`src/rtl/dmacsr_pkg.sv`:
```
package dmacsr_pkg;
  localparam int unsigned W_CTL0 = 0;
  localparam int unsigned W_CTL1 = 1;
  localparam int unsigned W_CTL2 = 2;
  localparam int unsigned W_CTL3 = 3;
  localparam int unsigned W_STS0 = 4;
  localparam int unsigned W_STS1 = 5;
  localparam int unsigned W_STS2 = 6;

  localparam int unsigned BANK_CH   = 8;   // channels per bank
  localparam int unsigned ERR_OFS   = 8;   // error flag above pending flag
  localparam int unsigned STATE_LSB = 16;  // state codes in upper half
  localparam int unsigned IE_HI_OFS = 16;  // upper-bank enables start here

  typedef enum logic [1:0] {
    MODE_OFF    = 2'd0,
    MODE_CHAIN  = 2'd1,
    MODE_SINGLE = 2'd2,
    MODE_RSVD   = 2'd3
  } xfer_mode_e;

  typedef struct packed {
    logic       dir;
    xfer_mode_e mode;
  } chan_cfg_t;
endpackage

```
`src/rtl/dma_csr_chan_cfg.sv`:
```
module dma_csr_chan_cfg
  import dmacsr_pkg::*;
(
  input  logic      clk_i,
  input  logic      rst_ni,
  input  logic      wr_cfg_i,
  input  chan_cfg_t cfg_i,
  input  logic      wr_ie_i,
  input  logic      ie_i,
  output chan_cfg_t cfg_o,
  output logic      ie_o
);
  chan_cfg_t cfg_q;
  logic      ie_q;

  always_ff @(posedge clk_i or negedge rst_ni) begin
    if (!rst_ni) begin
      cfg_q <= '0;
      ie_q  <= 1'b0;
    end else begin
      if (wr_cfg_i) cfg_q <= cfg_i;
      if (wr_ie_i)  ie_q  <= ie_i;
    end
  end

  assign cfg_o = cfg_q;
  assign ie_o  = ie_q;

  a_r1_cfg_hold: assert property (@(posedge clk_i) disable iff (!rst_ni)
    !wr_cfg_i |=> $stable(cfg_o));
  a_r3_ie_hold: assert property (@(posedge clk_i) disable iff (!rst_ni)
    !wr_ie_i |=> $stable(ie_o));
endmodule

```
`src/rtl/dma_csr_evt_flags.sv`:
```
module dma_csr_evt_flags #(
  parameter int unsigned N = 12
) (
  input  logic         clk_i,
  input  logic         rst_ni,
  input  logic [N-1:0] done_i,
  input  logic [N-1:0] err_i,
  input  logic [N-1:0] clr_pend_i,
  input  logic [N-1:0] clr_err_i,
  input  logic [N-1:0] ie_i,
  output logic [N-1:0] pend_o,
  output logic [N-1:0] err_o,
  output logic         irq_o
);
  logic [N-1:0] pend_q, err_q;

  // new events take priority over a same-cycle clear
  always_ff @(posedge clk_i or negedge rst_ni) begin
    if (!rst_ni) begin
      pend_q <= '0;
      err_q  <= '0;
    end else begin
      pend_q <= (pend_q & ~clr_pend_i) | done_i | err_i;
      err_q  <= (err_q & ~clr_err_i) | err_i;
    end
  end

  assign pend_o = pend_q;
  assign err_o  = err_q;
  assign irq_o  = |(pend_q & ie_i);

  a_r5_done_sets: assert property (@(posedge clk_i) disable iff (!rst_ni)
    (|done_i) |=> ((pend_o & $past(done_i)) == $past(done_i)));
  a_r6_err_sets: assert property (@(posedge clk_i) disable iff (!rst_ni)
    (|err_i) |=> ((err_o & pend_o & $past(err_i)) == $past(err_i)));
  a_r7_pend_clear_only_by_write: assert property (@(posedge clk_i) disable iff (!rst_ni)
    (($past(pend_o) & ~pend_o & ~$past(clr_pend_i)) == '0));
  a_r7_err_clear_only_by_write: assert property (@(posedge clk_i) disable iff (!rst_ni)
    (($past(err_o) & ~err_o & ~$past(clr_err_i)) == '0));
endmodule

```
`src/rtl/dma_csr_block.sv`:
```
module dma_csr_block
  import dmacsr_pkg::*;
#(
  parameter int unsigned NUM_CH = 12,
  parameter int unsigned ADDR_W = 5
) (
  input  logic                clk_i,
  input  logic                rst_ni,
  input  logic                wr_en_i,
  input  logic [ADDR_W-1:0]   addr_i,
  input  logic [31:0]         wdata_i,
  output logic [31:0]         rdata_o,
  output logic [2*NUM_CH-1:0] ch_mode_o,
  output logic [NUM_CH-1:0]   ch_dir_o,
  input  logic [2*NUM_CH-1:0] ch_state_i,
  input  logic [NUM_CH-1:0]   ch_done_i,
  input  logic [NUM_CH-1:0]   ch_err_i,
  output logic                irq_o
);
  localparam int unsigned WORD_W = ADDR_W - 2;

  logic [WORD_W-1:0] word;
  assign word = addr_i[ADDR_W-1:2];

  logic wr_ctl0, wr_ctl2, wr_ctl3, wr_sts0, wr_sts2;
  assign wr_ctl0 = wr_en_i && (word == WORD_W'(W_CTL0));
  assign wr_ctl2 = wr_en_i && (word == WORD_W'(W_CTL2));
  assign wr_ctl3 = wr_en_i && (word == WORD_W'(W_CTL3));
  assign wr_sts0 = wr_en_i && (word == WORD_W'(W_STS0));
  assign wr_sts2 = wr_en_i && (word == WORD_W'(W_STS2));

  chan_cfg_t          cfg [NUM_CH];
  logic [NUM_CH-1:0]  ie, pend, err, clr_pend, clr_err;

  for (genvar g = 0; g < NUM_CH; g++) begin : g_ch
    localparam bit          HI     = (g >= BANK_CH);
    localparam int unsigned IDX    = HI ? g - BANK_CH : g;
    localparam int unsigned IE_BIT = HI ? IDX + IE_HI_OFS : IDX;

    logic wr_own_ctl, wr_own_sts;
    assign wr_own_ctl = HI ? wr_ctl3 : wr_ctl0;
    assign wr_own_sts = HI ? wr_sts2 : wr_sts0;

    dma_csr_chan_cfg u_cfg (
      .clk_i    (clk_i),
      .rst_ni   (rst_ni),
      .wr_cfg_i (wr_own_ctl),
      .cfg_i    (chan_cfg_t'(wdata_i[4*IDX +: 3])),
      .wr_ie_i  (wr_ctl2),
      .ie_i     (wdata_i[IE_BIT]),
      .cfg_o    (cfg[g]),
      .ie_o     (ie[g])
    );

    assign clr_pend[g]       = wr_own_sts && wdata_i[IDX];
    assign clr_err[g]        = wr_own_sts && wdata_i[IDX + ERR_OFS];
    assign ch_mode_o[2*g +: 2] = cfg[g].mode;
    assign ch_dir_o[g]       = cfg[g].dir;
  end

  dma_csr_evt_flags #(.N(NUM_CH)) u_flags (
    .clk_i      (clk_i),
    .rst_ni     (rst_ni),
    .done_i     (ch_done_i),
    .err_i      (ch_err_i),
    .clr_pend_i (clr_pend),
    .clr_err_i  (clr_err),
    .ie_i       (ie),
    .pend_o     (pend),
    .err_o      (err),
    .irq_o      (irq_o)
  );

  logic [31:0] ctl0_w, ctl2_w, ctl3_w, sts0_w, sts2_w;

  always_comb begin
    ctl0_w = '0;
    ctl2_w = '0;
    ctl3_w = '0;
    sts0_w = '0;
    sts2_w = '0;
    for (int c = 0; c < NUM_CH; c++) begin
      if (c < BANK_CH) begin
        ctl0_w[4*(c%8) +: 3]             = cfg[c];
        ctl2_w[c%8]                      = ie[c];
        sts0_w[c%8]                      = pend[c];
        sts0_w[(c%8) + ERR_OFS]          = err[c];
        sts0_w[STATE_LSB + 2*(c%8) +: 2] = ch_state_i[2*c +: 2];
      end else begin
        ctl3_w[4*(c%8) +: 3]             = cfg[c];
        ctl2_w[(c%8) + IE_HI_OFS]        = ie[c];
        sts2_w[c%8]                      = pend[c];
        sts2_w[(c%8) + ERR_OFS]          = err[c];
        sts2_w[STATE_LSB + 2*(c%8) +: 2] = ch_state_i[2*c +: 2];
      end
    end
    unique case (word)
      WORD_W'(W_CTL0): rdata_o = ctl0_w;
      WORD_W'(W_CTL2): rdata_o = ctl2_w;
      WORD_W'(W_CTL3): rdata_o = ctl3_w;
      WORD_W'(W_STS0): rdata_o = sts0_w;
      WORD_W'(W_STS2): rdata_o = sts2_w;
      default:         rdata_o = '0;
    endcase
  end

  a_r8_irq_masked: assert property (@(posedge clk_i) disable iff (!rst_ni)
    (wr_ctl2 && wdata_i == 32'h0) |=> !irq_o);
  a_r10_irq_quiet_without_flags: assert property (@(posedge clk_i) disable iff (!rst_ni)
    (pend == '0) |-> !irq_o);
endmodule

```
`config.mk`:
```
export PLATFORM = sky130hd
export DESIGN_NAME = dma_csr_block
export DESIGN_NICKNAME = d
export VERILOG_FILES = /design/src/rtl/dmacsr_pkg.sv /design/src/rtl/dma_csr_chan_cfg.sv /design/src/rtl/dma_csr_evt_flags.sv /design/src/rtl/dma_csr_block.sv
export SDC_FILE = /design/constraint.sdc
export NUM_CORES = 1
export LEC_CHECK = 0
export BUFFER_PORTS_ARGS = -buffer_cell sky130_fd_sc_hd__buf_2
export CORE_MARGIN = 1.5
export CORE_UTILIZATION = 48
export DETAILED_ROUTE_END_ITERATION = 8
export GPL_TIMING_DRIVEN = 0
export HOLD_SLACK_MARGIN = 0.08
export MAX_ROUTING_LAYER = met4
export PLACE_DENSITY_LB_ADDON = 0.3
export SYNTH_ARGS = -nofsm -noshare
export SYNTH_HDL_FRONTEND = slang
export SYNTH_SLANG_ARGS = --single-unit
```
`constraint.sdc`:
```
create_clock -name clk_i -period 1.4 [get_ports clk_i]
set_input_delay 0.14 -clock clk_i [delete_from_list [all_inputs] [get_ports clk_i]]
set_output_delay 0.14 -clock clk_i [all_outputs]
set_load 0.05 [all_outputs]
```
==> results of run 1 <==
==> cell usage in the layout, fill, tap and decap left out, drive strengths merged, types with 6 or more instances in the layout <==
cell type / count
buf: 194
dfrtp: 72
mux2: 54
dlygate4sd3: 49
nand2: 24
clkbuf: 21
nor2: 16
a22oi: 16
mux2i: 16
a211o: 14
a21o: 12
o2bb2ai: 6
nor2b: 6
==> per-stage QoR <==
stage	instance area (sq um)	worst slack [ps]	utilization	cells	setup TNS (ps)
after floorplan	3879	-181.9	-	291	-4061
after global placement	4758	-614.8	0.6596	541	-49990
after detailed placement	4788	-649.5	0.6637	542	-36760
final	6441	-393.3	0.8928	639	-2954
after global routing	6441	-439.3	0.8928	639	-3854
after CTS	6101	-254.5	0.8456	624	-2466
==> final timing paths <==
path / start / endpoint
setup reg to reg: u_flags.pend_o[4] / u_flags.pend_o[4]
hold / removal: wdata_i[2] / g_ch[8].u_cfg.cfg_o[2]
hold reg to reg: u_flags.err_o[1] / u_flags.err_o[1]
max in group asynchronous: rst_ni / g_ch[9].u_cfg.cfg_o[2]
setup / recovery: g_ch[0].u_cfg.ie_o / irq_o
min in group asynchronous: rst_ni / g_ch[3].u_cfg.cfg_o[2]
==> critical path, delay by kind of cell, from the launching register on <==
kind / cells / cell delay (ps)
AOI/OAI and AO/OA: 2 / 540
buffers and inverters: 1 / 190
DFF: 1 / 400
and+or+nand+nor: 1 / 170
==> routing by layer <==
metal  vias up  track usage  wire length [microns]
li1       1574            -                      -
met4         0       0.1748                    606
met1      1794       0.3965                   5216
met5         -            -                      0
met2       218       0.5728                   7672
met3        52      0.07202                   1139
==> registers in the layout, summed over array words and instances (netlist names) <==
signal            count
g_ch.u_cfg.ie_o      12
g_ch.u_cfg.cfg_o     36
u_flags.pend_o       12
u_flags.err_o        12
==> power by group <==
part | internal, mW | switching [mW]
Combinational | 1.21 | 1.89
Sequential | 2.39 | 0.338
Clock | 0.914 | 0.822
Total | 4.52 | 3.05
==> what timing repair did <==
action | in CTS | in global routing
hold buffers | 49 | 0
endpoints found under the hold margin | 83 | 0
setup buffers | 16 | 16
gates resized for setup | 120 | 39
gates cloned | 2 | 2
pin swaps | 19 | 20
setup endpoints to repair | 65 | 59
==> kinds of logic after synthesis <==
kind of cell,synth area share
buffers and inverters,0.03185
DFF,0.5040
muxes,0.2370
and+or+nand+nor,0.08576
AOI/OAI and AO/OA,0.1414
==> layout make-up <==
class	instances	area (sq um)
multi-input combinational	199	2212
fill	321	773.2
timing repair buffer	236	1853
clock buffer	11	151.4
clock inverter	5	55.05
buffer	17	244.0
tap	99	123.9
sequential	72	1802
==> results.md, run 1 <==
Status:
- The run finished, with violations left.
- The checks that failed: negative setup slack.

Die:
- The starting density of the core is 0.4955.
- The core outline area is ~7000 sq um.
- 157 I/O pins were placed.
- The die outline width is between 80 and 90 microns.
- The standard-cell row count is 31.
- In this run the vertical extent of the chip is between 80 and 90 microns.
- The floorplan die area is 7974 sq um.

Cells and area:
- From synthesis to final layout, the design area changed by 80.19%.
- The ratio of cells with drive above 1 in the final layout is 0.6352.
- In the final design database the tool counted 623 nets.
- The repair_antennas step left the layout with diodes totalling 0.

Logic synthesis:
- In this run, distinct cell masters in the synthesized netlist total 30.
- The top cell type by total area after synthesis is dfrtp_1.
- The number of synthesized register bits is just over 70.
- Of all flip-flops after synthesis, the portion carrying an async set or reset was 1.000.
- The dominant cell by count in the synthesized netlist is dfrtp_1.
- The synthesized design contains 0 enable-type register cells.
- When the netlist entered floorplanning its net count stood at ~380.
- By area the synthesized netlist is led by dfrtp_1 50%, mux2_2 17%, mux2i_1 4.5%, a211o_1 3.4%, a22oi_1 3.4%.
- The per-instance average area after synthesis is around 12 sq um.
- For this run, the leading register cell type out of synthesis is dfrtp_1.
- Summing every instance area after synthesis gives 3575 sq um.
- The number of standard cells after synthesis is around 290.
- The commonest cells after synthesis are 72 x dfrtp_1, 54 x mux2_2, 24 x nand2_1.
- The share of the synthesized area in the top cell type is 0.5040.
- The share of the Yosys chip area taken by registers is 0.5040.
- The total of warnings raised by yosys is 0.

Setup path:
- STA classifies the critical path endpoint as an output pin.
- The startpoint class of the critical path is a register.
- The signal on the critical path passes through a22o_1 > a221oi_1 > nand3_1 > buf_6.
- The required time at the worst-slack endpoint is 1260 ps.
- The highest-delay cell along the critical path is dfrtp_1.
- The logic depth of the worst register-to-register path is 4.
- In this run the register-to-register setup slack is about 230 ps.
- The maximum fanout encountered on the critical timing path is 3.
- The arrival time at the worst endpoint is ~1700 ps.
- In this design, the stage delay of the slowest critical-path cell is roughly 400 ps.
- The category of the most critical setup path is register to output pin.

Min path:
- The tightest min-delay check is of the input port to register type.
- The worst hold path passes through 2 cells.

Placed design:
- The HPWL after detailed placement is 7825 microns.
- During placement, the flow inserted port buffers numbering between 150 and 200.
- The final weighted congestion of routability-driven global placement is ~0.8.

Power and ir drop:
- The areal power density over the cells is roughly 1200 nW/um^2.
- For this design the static power due to leakage is 2.746 nW.
- VDD sags by at most ~850 uV.
- The total power of the final layout is ~7.6 mW.

STA:
- The number of hold-slack violations in the final timing report is 0.
- Setup repair after global routing could not meet its margin everywhere.
- Across all setup checks in the final design, the least slack found is -393.3 ps.
- The part of the cycle the worst path needs is 1.281.
- The final number of setup-violating endpoints is 19.
- The final worst hold slack is between 80 and 90 ps.
- The clock skew is 0 ps.
- The maximum clock frequency is roughly 0.56 GHz.
- The transition time of the tightest slew-check pin is approximately 440 ps.
- For the finished layout, the period the worst path requires is 1793 ps.
- The number of max-slew violations in the final report is 0.
- The worst slew margin relative to its limit is 0.7072.

Global route:
- The final global-route overflow total is 0.
- Entering global routing, the biggest net connects 47 pins.
- The first global-routing pass estimated slightly below 20,000 microns of wire.
- The number of global-route vias before repair is roughly 3,700.
- The number of antenna violations at the first check in global routing was 0.
- Across every metal layer, demand over resource in global routing totals 0.3452.

Clock network:
- The CTS tree is yes.
- The number of buffers between clock root and the deepest sink is 2.
- The clock transition at the register clock pins on the worst setup and hold paths after CTS is about 80 ps.
- CTS saw just over 70 sinks.
- The clock buffer count from CTS is 9.
- The tree is rooted in a clkbuf_8.
- The H-tree was split into 3 levels.
- The clock latency at the later pin of the worst-skew pair is 350 ps.

Route:
- The routed wire length is 14,630 microns.
- The number of detailed-routing iterations run before antenna repair is 4.
- The iteration-0 DRC count of the detailed router is about 290.
- After detailed routing, the number of vias per cell comes to between 5 and 6.
- Once detail routing completed, the nets flagged for antenna violations numbered 0.
- The post-route DRC violation count is 0.
- Across all layers, the routed design uses ~3,600 vias.
- In the final routed layout, each cell accounts on average for ~23 microns.

Job:
- The number of maximum-capacitance violations is 0.
Power figures use the tool's default switching activity.
==> run 2, diff against run 1 <==
CELL_PAD_IN_SITES_DETAIL_PLACEMENT = 0   (was default)
CELL_PAD_IN_SITES_GLOBAL_PLACEMENT = 1   (was default)
CORE_UTILIZATION = 36   (was 48)
==> results.md, run 2 (synthesized netlist as in run 1, its figures left out) <==
Status:
- Result of the run: finished, violations left (unchanged).
- Violations in the final reports: negative setup slack (unchanged).

Power and ir drop:
- The proportion of power drawn by flip-flops and latches was 0.361 (about the same).
- The switching fraction of total power came to 0.3850 (was 0.4031).
- The power dissipated by switching net loads is 2.863 mW (was 3.055 mW).
- The combinational power share was 0.406 (was 0.410).
- The part of the total power dissipated in the clock network is 0.234 (was 0.229).
- The internal power summed over all cells was 4.572 mW (was 4.524 mW).
- The total power of the final layout came to 7.435 mW (was 7.579 mW).
- The areal power density over the cells was 1157 nW/um^2 (was 1177 nW/um^2).
- The peak ir drop on the vdd network was 896.6 uV (was 849.9 uV).
- The leakage power figure came to 2.764 nW (was 2.746 nW).

Cells and area:
- The ratio of cells with drive above 1 in the final layout came to 0.6324 (was 0.6352).
- The diode insertion count for antenna repair is 0 (unchanged).
- The number of nets in the final layout was 627 (was 623).
- Most frequent cells in the layout: 120 x buf_2, 72 x dfrtp_1, 49 x dlygate4sd3_1 (was 118 x buf_2, 72 x dfrtp_1, 51 x mux2_2).
- The most common cell after layout, fill and taps aside is buf_2 (unchanged).
- The filler cell count in the final layout is 778 (was 321).
- The share of the core filled with cells in the final layout is 0.6633 (was 0.8928).
- The area growth from synthesis to final layout came to 79.70% (was 80.19%).
- The number of flip-flops under the largest register name is 36 (unchanged).

Route:
- The routed length on met2 came to 6381 microns (was 7672 microns).
- The antenna violation net count after detailed routing is 0 (unchanged).
- The post-route DRC violation count came to 0 (unchanged).
- The routed wire length is 12,250 microns (was 14,630 microns).
- The iteration-0 DRC count of the detailed router is 91 (was 285).
- The average via count per standard cell is 4.990 (was 5.693).
- The met3 wirelength from detailed routing is 633 microns (was 1139 microns).
- The uppermost layer routed was met4 (unchanged).
- The total number of vias is 3,378 (was 3,638).
- The routed metal-1 wire length is 5097 microns (was 5216 microns).
- The number of detailed-routing iterations run before antenna repair was 4 (unchanged).
- The routed wire length per instance is 18.09 microns (was 22.90 microns).

Placed design:
- The count of buffers inserted at the top-level ports came to 151 (unchanged).
- The final weighted congestion of routability-driven global placement came to 0.8060 (was 0.8224).
- The half-perimeter wire length of the detailed placement result is 8154 microns (was 7825 microns).
- The post-place setup slack was -665.6 ps (was -649.5 ps).

Setup path:
- The maximum fanout encountered on the critical timing path came to 2 (was 3).
- The launch point of the worst path is u_flags.pend_o[10] (was g_ch[0].u_cfg.ie_o).
- The startpoint class of the critical path is a register (unchanged).
- The kind of end point of the critical path was an output pin (unchanged).
- The arrival time at the worst endpoint is 1550 ps (was 1650 ps).
- The startpoint of the worst-slack reg-to-reg timing path is u_flags.pend_o[10] (was u_flags.pend_o[4]).
- The required time at the worst-slack endpoint was 1260 ps (about the same).
- The category of the most critical setup path is register to output pin (unchanged).

Clock network:
- The H-tree depth is 3 (unchanged).
- The clock latency at the later pin of the worst-skew pair is 340 ps (was 350 ps).
- The library cell used as clock root buffer is clkbuf_8 (unchanged).
- The clock buffer count from CTS came to 9 (unchanged).
- The number of buffers between clock root and the deepest sink came to 2 (unchanged).
- The clock transition at the register clock pins on the worst setup and hold paths after CTS came to 80 ps (about the same).
- The CTS tree is yes (unchanged).
- The number of sinks handled by clock tree synthesis was 72 (unchanged).

Min path:
- The launch instance of the worst min-delay path is wdata_i[6] (was wdata_i[2]).
- The class of the worst hold path is input port to register (unchanged).

Global route:
- The pin count of the biggest net entering global routing is 42 (was 47).
- The number of antenna violations at the first check in global routing is 0 (unchanged).
- The overall fraction of global-route tracks in use is 0.2368 (was 0.3452).
- The final global-route overflow total is 0 (unchanged).
- The wire length of the first global-routing pass was 17,840 microns (was 19,280 microns).
- The number of global-route vias before repair is 3,477 (was 3,744).

STA:
- The worst setup margin is -288.9 ps (was -393.3 ps).
- The clock skew is 0 ps (unchanged).
- The worst slew margin relative to its limit is 0.6637 (was 0.7072).
- The part of the cycle the worst path needs was 1.206 (was 1.281).
- Unrepaired setup endpoints after global routing: true (unchanged).
- The transition time of the tightest slew-check pin is 504.4 ps (was 439.2 ps).
- The number of max-slew violations in the final report is 0 (unchanged).
- The number of hold-slack violations in the final timing report is 0 (unchanged).
- The clock period minus final worst setup slack is 1689 ps (was 1793 ps).
- The final number of setup-violating endpoints is 12 (was 19).
- The final worst hold slack is 103.9 ps (was 89.79 ps).
- The maximum clock frequency is 0.5921 GHz (was 0.5576 GHz).

Die:
- The die outline width came to 102.6 microns (was 89.30 microns).
- The floorplan die area was 10,540 sq um (was 7974 sq um).
- The die boundary height came to 102.6 microns (was 89.30 microns).
- The core outline area is 9684 sq um (was 7214 sq um).
- The starting density of the core came to 0.3691 (was 0.4955).
- The standard-cell row count came to 36 (was 31).
- The number of placed I/O pins is 157 (unchanged).

Job:
- The number of maximum-capacitance violations was 0 (unchanged).
[run 2: power groups by stage]
| stage | Sequential, mW | Combinational [mW] | Clock (mW) |
|---|---|---|---|
| 2_1_floorplan | 3.46 | 1.03 | 0 |
| 3_3_place_gp | 2.67 | 2.44 | 0 |
| 5_1_grt | 2.73 | 3.16 | 1.87 |
| 6_report | 2.68 | 3.01 | 1.74 |
| 3_5_place_dp | 2.70 | 2.48 | 0 |
| 4_1_cts | 2.68 | 2.88 | 1.79 |
[run 2: worst max-delay path, cell delays in order, from the launching register on]
cell and delay (ps):
dfrtp_1 400, a22o_1 250, a221oi_2 220, nand3_1 160, buf_6 180
[run 2: path summary, 6_finish.rpt]
check	endpoint	slack, ps	cells past startpoint
worst max-delay path	irq_o	-290	4
worst min-delay path	g_ch[1].u_cfg.cfg_o[2]	100	2
worst max register to register	u_flags.pend_o[10]	380	3
worst min register to register	u_flags.err_o[7]	490	1
max in group asynchronous	g_ch[10].u_cfg.cfg_o[2]	550	3
min in group asynchronous	g_ch[4].u_cfg.ie_o	280	2
[run 2: metrics by stage]
step,TNS (ps),instance area (sq um),cells
floorplan,-4061,3879,291
global placement,-57790,4801,575
detailed placement,-38380,4823,576
CTS,-2553,6132,660
global route,-3100,6424,677
finish,-2198,6424,677
[run 2: layer usage]
layer	vias to the layer above	track usage
met2	119	0.4172
li1	1579	-
met1	1669	0.2866
met4	0	0.04953
met3	11	0.03932
met5	-	-
[run 2: layout make-up]
cell class | count | area [sq um] | area share
clock inverters | 4 | 51.30 | 0.007986
repair buffers | 239 | 1832 | 0.2852
flip-flops and latches | 72 | 1802 | 0.2805
clock buffers | 12 | 165.2 | 0.02571
well taps | 133 | 166.4 | 0.02591
multi-input cells | 199 | 2165 | 0.3370
plain buffers | 18 | 242.7 | 0.03779
[run 2: repair_timing]
item / in CTS / in global routing
cloned: 0 / 3
hold endpoints to repair: 87 / 0
setup endpoints to repair: 65 / 44
buffers inserted: 21 / 14
hold buffers: 49 / 0
gates resized for setup: 109 / 31
pin swaps: 18 / 17
==> run 3, diff against run 2 <==
CORE_ASPECT_RATIO = 2   (was default)
CORE_MARGIN = default   (was 1.5)
CORE_UTILIZATION = 37   (was 36)
CTS_BUF_LIST = sky130_fd_sc_hd__clkbuf_4 sky130_fd_sc_hd__clkbuf_8   (was default)
==> results.md, run 3 (synthesized netlist as in run 1, its figures left out) <==
Status:
- Result of the run: finished, violations left (unchanged).
- Violations in the final reports: negative setup slack (unchanged).

Route:
- The number of detailed-routing iterations run before antenna repair was 4 (unchanged).
- The average via count per standard cell is 5.267 (was 4.990).
- The routed wire length came to 12,900 microns (was 12,250 microns).
- The iteration-0 DRC count of the detailed router is 132 (was 91).
- The antenna violation net count after detailed routing is 0 (unchanged).
- The post-route DRC violation count is 0 (unchanged).
- The routed wire length per instance is 19.79 microns (was 18.09 microns).
- The total number of vias was 3,434 (was 3,378).

Global route:
- The overall fraction of global-route tracks in use is 0.2646 (was 0.2368).
- The pin count of the biggest net entering global routing is 42 (unchanged).
- The number of global-route vias before repair is 3,572 (was 3,477).
- The wire length of the first global-routing pass is 19,030 microns (was 17,840 microns).
- The number of antenna violations at the first check in global routing is 1 (was 0).
- The final global-route overflow total is 0 (unchanged).

Setup path:
- The register-to-register setup slack is 390 ps (was 380 ps).
- The launch point of the worst path is u_flags.pend_o[10] (unchanged).
- The destination of the critical timing path is irq_o (unchanged).
- The startpoint of the worst-slack reg-to-reg timing path is g_ch[4].u_cfg.cfg_o[1] (was u_flags.pend_o[10]).
- The category of the most critical setup path is register to output pin (unchanged).
- The arrival time at the worst endpoint is 1560 ps (was 1550 ps).
- The required time at the worst-slack endpoint is 1260 ps (about the same).
- The startpoint class of the critical path was a register (unchanged).
- The kind of end point of the critical path is an output pin (unchanged).
- The logic depth of the worst register-to-register path came to 3 (unchanged).
- The maximum fanout encountered on the critical timing path is 2 (unchanged).
- The end of the worst register-to-register path was g_ch[4].u_cfg.cfg_o[1] (was u_flags.pend_o[10]).

Power and ir drop:
- The leakage power figure came to 2.767 nW (was 2.764 nW).
- The peak ir drop on the vdd network was 876.1 uV (was 896.6 uV).
- The areal power density over the cells is 1206 nW/um^2 (was 1157 nW/um^2).
- The switching fraction of total power is 0.3799 (was 0.3850).
- The combinational power share is 0.392 (was 0.406).
- The proportion of power drawn by flip-flops and latches is 0.347 (was 0.361).
- The power dissipated by switching net loads is 2.924 mW (was 2.863 mW).
- The part of the total power dissipated in the clock network is 0.262 (was 0.234).
- The internal power summed over all cells came to 4.773 mW (was 4.572 mW).

STA:
- The clock skew is 0 ps (unchanged).
- The part of the cycle the worst path needs is 1.211 (was 1.206).
- The clock period minus final worst setup slack is 1696 ps (was 1689 ps).
- The number of hold-slack violations in the final timing report is 0 (unchanged).
- The worst setup margin was -295.7 ps (was -288.9 ps).
- The number of max-slew violations in the final report is 0 (unchanged).
- The transition time of the tightest slew-check pin came to 482.4 ps (was 504.4 ps).
- The worst slew margin relative to its limit was 0.6784 (was 0.6637).
- The final-layout setup total negative slack is -2534 ps (was -2198 ps).
- The final number of setup-violating endpoints is 15 (was 12).
- Unrepaired setup endpoints after global routing: true (unchanged).
- The maximum clock frequency is 0.5897 GHz (was 0.5921 GHz).
- The final worst hold slack is 110.2 ps (was 103.9 ps).

Cells and area:
- The share of the core filled with cells in the final layout was 0.6803 (was 0.6633).
- The number of nets in the final layout came to 630 (was 627).
- The area growth from synthesis to final layout came to 78.58% (was 79.70%).
- The final instance area is 6384 sq um (was 6424 sq um).
- The most common cell after layout, fill and taps aside is buf_2 (unchanged).
- Most frequent cells in the layout: 122 x buf_2, 72 x dfrtp_1, 52 x dlygate4sd3_1 (was 120 x buf_2, 72 x dfrtp_1, 49 x dlygate4sd3_1).
- The final cell count without fillers came to 652 (was 677).
- The ratio of cells with drive above 1 in the final layout is 0.6289 (was 0.6324).
- The number of flip-flops under the largest register name is 36 (unchanged).

Job:
- The number of maximum-capacitance violations was 0 (unchanged).

Clock network:
- The clock transition at the register clock pins on the worst setup and hold paths after CTS is 80 ps (about the same).
- The number of buffers between clock root and the deepest sink was 2 (unchanged).
- The clock buffer count from CTS is 9 (unchanged).
- The CTS tree was yes (unchanged).
- The library cell used as clock root buffer is clkbuf_8 (unchanged).
- The number of sinks handled by clock tree synthesis is 72 (unchanged).
- The clock latency at the later pin of the worst-skew pair is 350 ps (was 340 ps).
- The H-tree depth is 3 (unchanged).

Die:
- The die boundary height is 141.0 microns (was 102.6 microns).
- The starting density of the core came to 0.3809 (was 0.3691).
- The core outline area came to 9384 sq um (was 9684 sq um).
- The standard-cell row count is 50 (was 36).
- The die outline width came to 71.50 microns (was 102.6 microns).
- The number of placed I/O pins came to 157 (unchanged).
- The floorplan die area was 10,080 sq um (was 10,540 sq um).

Placed design:
- The area after detailed placement was 4787 sq um (was 4823 sq um).
- The half-perimeter wire length of the detailed placement result came to 8441 microns (was 8154 microns).
- The instance count after placement with tap cells included is 547 (was 576).
- The final weighted congestion of routability-driven global placement came to 0.7894 (was 0.8060).
- The count of buffers inserted at the top-level ports is 151 (unchanged).

Min path:
- The class of the worst hold path is input port to register (unchanged).
[run 3: cell count changes in the layout (fill, tap and decap cells not counted), sizes merged]
cell,before,now
clkbuf,23,21
bufinv,1,3
diode,0,1
dlygate4sd3,49,52
[run 3: metal layers]
layer  vias to the layer above  wire, microns  part of all wire  GRT usage
li1                       1596              -                 -          -
met1                      1712           4760              0.37     0.2888
met2                       110           7400              0.57     0.4697
met3                        16            425             0.033    0.04146
met4                         0            316             0.024     0.1104
met5                         -              0                 0          -
[run 3: through the flow]
step	setup WS, ps	power (mW)
CTS	-266.1	7.645
global route	-344.7	8.007
finish	-295.7	7.697
floorplan	-181.9	4.491
global placement	-683.2	5.111
detailed placement	-696.5	5.175
[run 3: power groups by stage]
stage                     registers, mW  clock network (mW)  logic, mW
after floorplan                    3.46                   0       1.03
after global placement             2.66                   0       2.45
after detailed placement           2.68                   0       2.49
after CTS                          2.66                2.06       2.93
after global routing               2.71                2.15       3.14
final                              2.67                2.01       3.02
[run 3: worst max-delay path: stages (launching register included)]
cell,delay (ps)
dfrtp_1,400
a22o_1,250
a221oi_2,240
nand3_1,140
buf_6,180
[run 3: repair_timing]
action / CTS / global route
endpoints found under the hold margin: 96 / 0
gates resized for setup: 110 / 25
pin swaps: 17 / 17
setup endpoints to repair: 65 / 47
cloned: 1 / 2
hold buffers: 52 / 0
buffers inserted: 25 / 10
[run 3: area by class of cell]
type | instances | area (sq um)
well taps | 104 | 130.1
repair buffers | 242 | 1847
plain buffers | 18 | 237.7
flip-flops and latches | 72 | 1802
clock buffers | 10 | 131.4
diodes | 1 | 2.502
multi-input cells | 199 | 2126
clock inverters | 6 | 107.6
fillers | 727 | 3000
[run 3: worst min-delay path by stage]
stage | slack [ps] | start | cells after the start | end
finish | 110 | wdata_i[2] | 2 | g_ch[0].u_cfg.cfg_o[2]
global route | 90 | wdata_i[2] | 2 | g_ch[0].u_cfg.cfg_o[2]
CTS | 90 | wdata_i[2] | 2 | g_ch[0].u_cfg.cfg_o[2]
detailed placement | 120 | rst_ni | 1 | g_ch[6].u_cfg.cfg_o[0]
global placement | 330 | ch_done_i[4] | 2 | u_flags.pend_o[4]
floorplan | -160 | rst_ni | 0 | g_ch[0].u_cfg.cfg_o[0]
